File: src/rtl/hist_pkg.sv
package hist_pkg;
    typedef enum logic [1:0] {
        ST_IDLE  = 2'd0,
        ST_CLEAR = 2'd1,
        ST_RUN   = 2'd2,
        ST_WRITE = 2'd3
    } hist_state_e;
endpackage

File: src/rtl/hist_clear_walker.sv
module hist_clear_walker #(
    parameter int ADDR_W = 8
) (
    input  logic              clk,
    input  logic              rst_n,
    input  logic              restart,
    input  logic              step,
    output logic [ADDR_W-1:0] addr,
    output logic              last
);
    logic [ADDR_W-1:0] addr_d, addr_q;

    always_comb begin
        addr_d = addr_q;
        if (restart)   addr_d = '0;
        else if (step) addr_d = addr_q + 1'b1;
    end

    always_ff @(posedge clk) begin
        if (!rst_n) addr_q <= '0;
        else        addr_q <= addr_d;
    end

    assign addr = addr_q;
    assign last = (addr_q == {ADDR_W{1'b1}});


    clr_step_chk: assert property (@(posedge clk) disable iff (!rst_n)
        (step && !restart) |=> (addr == $past(addr) + 1'b1));
endmodule

File: src/rtl/hist_sat_counter.sv
module hist_sat_counter #(
    parameter int CNT_W = 16
) (
    input  logic             clk,
    input  logic             rst_n,
    input  logic             clr,
    input  logic             inc,
    output logic [CNT_W-1:0] count
);
    localparam logic [CNT_W-1:0] MAX_VAL = {CNT_W{1'b1}};

    logic [CNT_W-1:0] cnt_d, cnt_q;

    always_comb begin
        cnt_d = cnt_q;
        if (clr)                          cnt_d = '0;
        else if (inc && cnt_q != MAX_VAL) cnt_d = cnt_q + 1'b1;
    end

    always_ff @(posedge clk) begin
        if (!rst_n) cnt_q <= '0;
        else        cnt_q <= cnt_d;
    end

    assign count = cnt_q;


    drop_step_chk: assert property (@(posedge clk) disable iff (!rst_n)
        (inc && !clr && count != MAX_VAL) |=> (count == $past(count) + 1'b1));

    drop_sat_chk: assert property (@(posedge clk) disable iff (!rst_n)
        (!clr && count == MAX_VAL) |=> (count == MAX_VAL));
endmodule

File: src/rtl/hist_bin_update.sv
module hist_bin_update #(
    parameter int CNT_W = 16
) (
    input  logic             use_fwd,
    input  logic [CNT_W-1:0] fwd_val,
    input  logic [CNT_W-1:0] rd_val,
    input  logic [CNT_W-1:0] target,
    output logic [CNT_W-1:0] next_val,
    output logic             hit
);
    logic [CNT_W-1:0] base;

    always_comb begin
        base     = use_fwd ? fwd_val : rd_val;
        next_val = base + 1'b1;
        hit      = (next_val == target);
    end
endmodule

File: src/rtl/hist_accum_engine.sv
module hist_accum_engine
    import hist_pkg::*;
#(
    parameter int SAMPLE_W = 12,
    parameter int ADDR_W   = 8,
    parameter int CNT_W    = 16,
    parameter int DROP_W   = 16
) (
    input  logic                clk,
    input  logic                rst_n,
    input  logic                start,
    input  logic [CNT_W-1:0]    target,
    input  logic                smp_valid,
    input  logic [SAMPLE_W-1:0] smp_data,
    output logic                mem_en,
    output logic                mem_we,
    output logic [ADDR_W-1:0]   mem_addr,
    output logic [CNT_W-1:0]    mem_wdata,
    input  logic [CNT_W-1:0]    mem_rdata,
    output logic                busy,
    output logic                clearing,
    output logic                done,
    output logic [DROP_W-1:0]   drop_cnt
);
    localparam int LOW_W = SAMPLE_W - ADDR_W;

    typedef struct packed {
        hist_state_e       state;
        logic [ADDR_W-1:0] addr;
        logic              fwd;
        logic [CNT_W-1:0]  last;
        logic              done;
    } eng_t;

    eng_t cur_q, nxt_d;

    logic [ADDR_W-1:0] smp_addr;
    logic [ADDR_W-1:0] clr_addr;
    logic              clr_last, clr_restart, clr_step;
    logic              drop_inc;
    logic [CNT_W-1:0]  bin_next;
    logic              bin_hit;

    assign smp_addr = smp_data[SAMPLE_W-1 -: ADDR_W];

    generate
        if (LOW_W > 0) begin : g_low
            logic smp_low_unused;
            assign smp_low_unused = ^smp_data[LOW_W-1:0];
        end
    endgenerate

    hist_clear_walker #(.ADDR_W(ADDR_W)) u_walker (
        .clk(clk), .rst_n(rst_n), .restart(clr_restart), .step(clr_step),
        .addr(clr_addr), .last(clr_last)
    );

    hist_sat_counter #(.CNT_W(DROP_W)) u_drops (
        .clk(clk), .rst_n(rst_n), .clr(clr_restart), .inc(drop_inc),
        .count(drop_cnt)
    );

    hist_bin_update #(.CNT_W(CNT_W)) u_bin (
        .use_fwd(cur_q.fwd), .fwd_val(cur_q.last), .rd_val(mem_rdata),
        .target(target), .next_val(bin_next), .hit(bin_hit)
    );

    always_comb begin
        nxt_d       = cur_q;
        nxt_d.done  = 1'b0;
        mem_en      = 1'b0;
        mem_we      = 1'b0;
        mem_addr    = '0;
        mem_wdata   = '0;
        drop_inc    = 1'b0;
        clr_restart = 1'b0;
        clr_step    = 1'b0;
        unique case (cur_q.state)
            ST_IDLE: begin
                if (start) begin
                    nxt_d.state = ST_CLEAR;
                    clr_restart = 1'b1;
                end
            end
            ST_CLEAR: begin
                mem_en   = 1'b1;
                mem_we   = 1'b1;
                mem_addr = clr_addr;
                clr_step = 1'b1;
                if (clr_last) nxt_d.state = ST_RUN;
            end
            ST_RUN: begin
                if (smp_valid) begin
                    mem_en      = 1'b1;
                    mem_addr    = smp_addr;
                    nxt_d.addr  = smp_addr;
                    nxt_d.fwd   = 1'b0;
                    nxt_d.state = ST_WRITE;
                end
            end
            ST_WRITE: begin
                mem_en     = 1'b1;
                mem_we     = 1'b1;
                mem_addr   = cur_q.addr;
                mem_wdata  = bin_next;
                nxt_d.last = bin_next;
                if (bin_hit) begin
                    nxt_d.state = ST_IDLE;
                    nxt_d.done  = 1'b1;
                end else if (smp_valid && smp_addr == cur_q.addr) begin
                    nxt_d.fwd   = 1'b1;
                end else begin
                    nxt_d.state = ST_RUN;
                    drop_inc    = smp_valid;
                end
            end
            default: nxt_d.state = ST_IDLE;
        endcase
    end

    always_ff @(posedge clk) begin
        if (!rst_n) begin
            cur_q.state <= ST_IDLE;
            cur_q.addr  <= '0;
            cur_q.fwd   <= 1'b0;
            cur_q.last  <= '0;
            cur_q.done  <= 1'b0;
        end else begin
            cur_q <= nxt_d;
        end
    end

    assign busy     = (cur_q.state != ST_IDLE);
    assign clearing = (cur_q.state == ST_CLEAR);
    assign done     = cur_q.done;


    clear_wr_zero_chk: assert property (@(posedge clk) disable iff (!rst_n)
        clearing |-> (mem_en && mem_we && mem_wdata == '0));

    rd_then_wr_chk: assert property (@(posedge clk) disable iff (!rst_n)
        (mem_en && !mem_we) |=> (mem_en && mem_we && mem_addr == $past(mem_addr)));

    done_pulse_chk: assert property (@(posedge clk) disable iff (!rst_n)
        done |=> !done);

    done_idle_chk: assert property (@(posedge clk) disable iff (!rst_n)
        done |-> (!busy && !mem_en));

    clear_hold_chk: assert property (@(posedge clk) disable iff (!rst_n)
        (clearing && mem_addr != {ADDR_W{1'b1}}) |=> clearing);
endmodule

File: config.mk
export PLATFORM = sky130hd
export DESIGN_NAME = hist_accum_engine
export DESIGN_NICKNAME = d
export VERILOG_FILES = /design/src/rtl/hist_pkg.sv /design/src/rtl/hist_clear_walker.sv /design/src/rtl/hist_sat_counter.sv /design/src/rtl/hist_bin_update.sv /design/src/rtl/hist_accum_engine.sv
export SDC_FILE = /design/constraint.sdc
export NUM_CORES = 1
export LEC_CHECK = 0
export BUFFER_PORTS_ARGS = -buffer_cell sky130_fd_sc_hd__buf_2
export CORE_UTILIZATION = 40
export DETAILED_ROUTE_END_ITERATION = 12
export MAX_ROUTING_LAYER = met4
export PLACE_DENSITY = 0.65
export SLEW_MARGIN = 20
export SYNTH_ARGS = -nofsm -noshare
export SYNTH_HDL_FRONTEND = slang
export SYNTH_SLANG_ARGS = --single-unit
File: constraint.sdc
create_clock -name clk -period 5.5 [get_ports clk]
set_input_delay 1.1 -clock clk [delete_from_list [all_inputs] [get_ports clk]]
set_output_delay 1.1 -clock clk [all_outputs]
set_load 0.005 [all_outputs]
==> results_dict.tcl <==
set metrics [dict create \
    status "finished clean" \
    async_reset_ff_share_pct 0 \
    synth_seq_area_share_pct 28.96 \
    die_area_um2 9370 \
    ys_seq_elements 52 \
    finish.net_count 576 \
    final.setup_skew_ps 5.318 \
    post_synth_num_cell_types 57 \
    grtUsageMet2_pct 32.77 \
    timing.rr.start "cur_q[17]" \
    drv_cap 0 \
    timing.hold.worst_path_depth 2 \
    coreArea_um2 8721 \
    crit_path_start_kind "primary input" \
    htreeDepth 2 \
    grt.total_usage_pct 19.86 \
    ant_nets 0 \
    wl_per_cell_um 14.28 \
    syn_inst 454 \
    antenna_cells 0 \
    fin_crit_ps 4373 \
    min_period_over_period_pct 79.50 \
    synth_edf_count 0 \
    hold_path.class "register to register" \
    wirelength_um 9055 \
    reg2reg_to "u_drops.count[14]" \
    syn_area_um2 3595 \
    via_count_normalized_by_instance_count 5.388 \
    area_delta_synth_final_pct 17.26 \
    postSynthNetCount 505 \
    grt-ovfl-total 0 \
    clock_tree.root_cell "clkbuf_8" \
    grt_util_met3_pct 3.468 \
    die_y_um 96.80 \
    setup_viol 0 \
    achievable-frequency_mhz 228.7 \
    top_flip_flop_cell_by_instance_count_after_synthesis "dfxtp_1" \
    fin_setup_tns_ps 0 \
    worstPathMaxFanout 6 \
    clock_path_buffers 2 \
    finalCoreUtilization_pct 48.34 \
    grt_start_max_net_pins 32 \
    cts.repair_timing.setup_buffer_count 0 \
    timing.slew.headroom_pct 31.02 \
    grt_pass1_vias 3269 \
    synth.avg_cell_area_um2 7.918 \
    layout_commonest_cell "buf_2" \
    fillerInstances 876 \
    global_route_wire_length_before_repair_um 15100 \
    routed-via-count 3416 \
    powerDensity_nw_per_um2 215.3 \
    grt_setup_unrepaired "no" \
    multi_input_comb_area_um2 2390 \
    worst_min_path_start "u_drops.count[4]" \
    starting_density_pct 41.22 \
    remaining_drc_errors 0 \
    report.final.slew_viol_count 0 \
    timing.critical_path.to_type "primary output" \
    place.port_buffers 88 \
    post_cts.resized_instances 0 \
    final_hold_viol_count 0 \
    clkSlewWorstSetupHoldPaths_ps 100 \
    ios 93 \
    cts_tree "built" \
    regToRegSetupSlack_ps 1520 \
    grt_antenna_before_repair 0 \
    hold_end "u_drops.count[4]" \
    worst_ep_required_time_ps 4400 \
    worst_skew_pair.late_latency_ps 310 \
    gr-usage-met1_pct 25.71 \
    cts-hold-fix-buffers 0 \
    mostFrequentLayoutCells "buf_2 (88), nand2_1 (57), dfxtp_1 (51)" \
    timing_worst_setup_path_type "primary input to primary output" \
    seq_area_um2 1042 \
    worst-endpoint-arrival_ps 3270 \
    drive_above_1_share_pct 22.24 \
    worstRegToRegCells 11 \
    total_leakage_power_nw 1.721 \
    synthesis_warning_total 0 \
    global_route.peak_usage_layer "met2" \
    power.ir.vdd_worst_v 0.0001238 \
    place.gp.congestion 0.8916 \
    cts_sinks 52 \
    first_iter_violations 96 \
    dieWidth_um 96.80 \
    dpl.hpwl_um 6686 \
    site_row_count 34 \
    dr.pass1.iters 6 \
    worst_pin_slew_ps 1033 \
    cts_made_buffers 5 \
]
## cells by family (layout without fill, tap and decap cells)
logic type | after synthesis | in the layout | synth area share [%]
and+or+nand+nor | 202 | 202 | 29.69
AOI/OAI and AO/OA | 93 | 93 | 16.26
xor gates and xnor gates | 53 | 53 | 14.93
DFF | 52 | 52 | 28.96
buffers and inverters | 35 | 107 | 4.559
muxes | 16 | 16 | 4.559
adders and majority gates | 3 | 3 | 1.044
## worst max path at each step
stage                 start  slack [ps]  cells after the start                 to
2_1_floorplan  mem_rdata[0]        1660                     10      mem_wdata[14]
3_3_place_gp   mem_rdata[0]        1140                     12  u_drops.count[14]
3_5_place_dp   mem_rdata[0]        1050                     12  u_drops.count[14]
4_1_cts        mem_rdata[0]        1110                     10      mem_wdata[14]
5_1_grt        mem_rdata[0]         950                     10      mem_wdata[14]
6_report       mem_rdata[0]        1130                     10      mem_wdata[14]
## per-layer routing
metal | up-vias | wire, µm | share of wire, %
li1 | 1732 | - | -
met1 | 1575 | 4376 | 48
met2 | 104 | 4138 | 46
met3 | 5 | 483 | 5.3
met4 | 0 | 57 | 0.63
met5 | - | 0 | 0
## cell usage after synthesis (5+ instances only)
cell      number  area [µm²]
mux2i_1       13       130.1
nor3_1         9       45.04
nand3_1       20       100.1
xnor2_1       27       236.5
inv_1          9       33.78
buf_2          5       25.02
nand2_1       57       214.0
a21boi_0       8       60.06
a21oi_1       32       160.2
nor2_1        37       138.9
clkbuf_1      17       63.81
nor2b_1       18       112.6
dfxtp_1       52        1041
or3_1         10       62.56
o21ai_0       20       100.1
and3_1         6       37.54
xor2_1        21       183.9
nand4_1       12       75.07
and2_1         9       56.30
## worst max-delay path, cell delays in order
cell and delay [ps]:
buf_2 110, mux2_2 190, ha_1 300, nand4_1 190
a22oi_1 490, and2_0 340, nand2_1 120, xnor2_1 140
nor2_1 140, buf_2 140
## state kept, by name (all words and copies together), names as in the netlist
signal / cells
done: 1
u_walker.addr: 8
u_drops.count: 16
cur_q: 27
## report_power, final
group | internal, mW | switching (mW)
clock network | 0.228 | 0.140
logic | 0.0637 | 0.0774
registers | 0.384 | 0.0152
## through the flow
step	std cells	power [mW]	hold slack (ps)	instance area, µm²	worst slack [ps]
finish	634	0.9075	496.0	4215	1127
global route	634	0.9503	515.6	4215	955.0
CTS	634	0.9151	498.9	4215	1113
detailed placement	626	0.5487	481.4	4056	1047
global placement	626	0.5465	467.0	4056	1139
floorplan	454	0.4996	468.8	3595	1655
## layout make-up
cell class | instances | share of cell area (%)
Inverter | 9 | 0.8014
Clock inverter | 3 | 2.137
Sequential cell | 52 | 24.73
Tap cell | 108 | 3.206
Multi-Input combinational cell | 367 | 56.69
Timing Repair Buffer | 90 | 10.80
Clock buffer | 5 | 1.633
No activity file was read; power rests on OpenSTA's default activity.
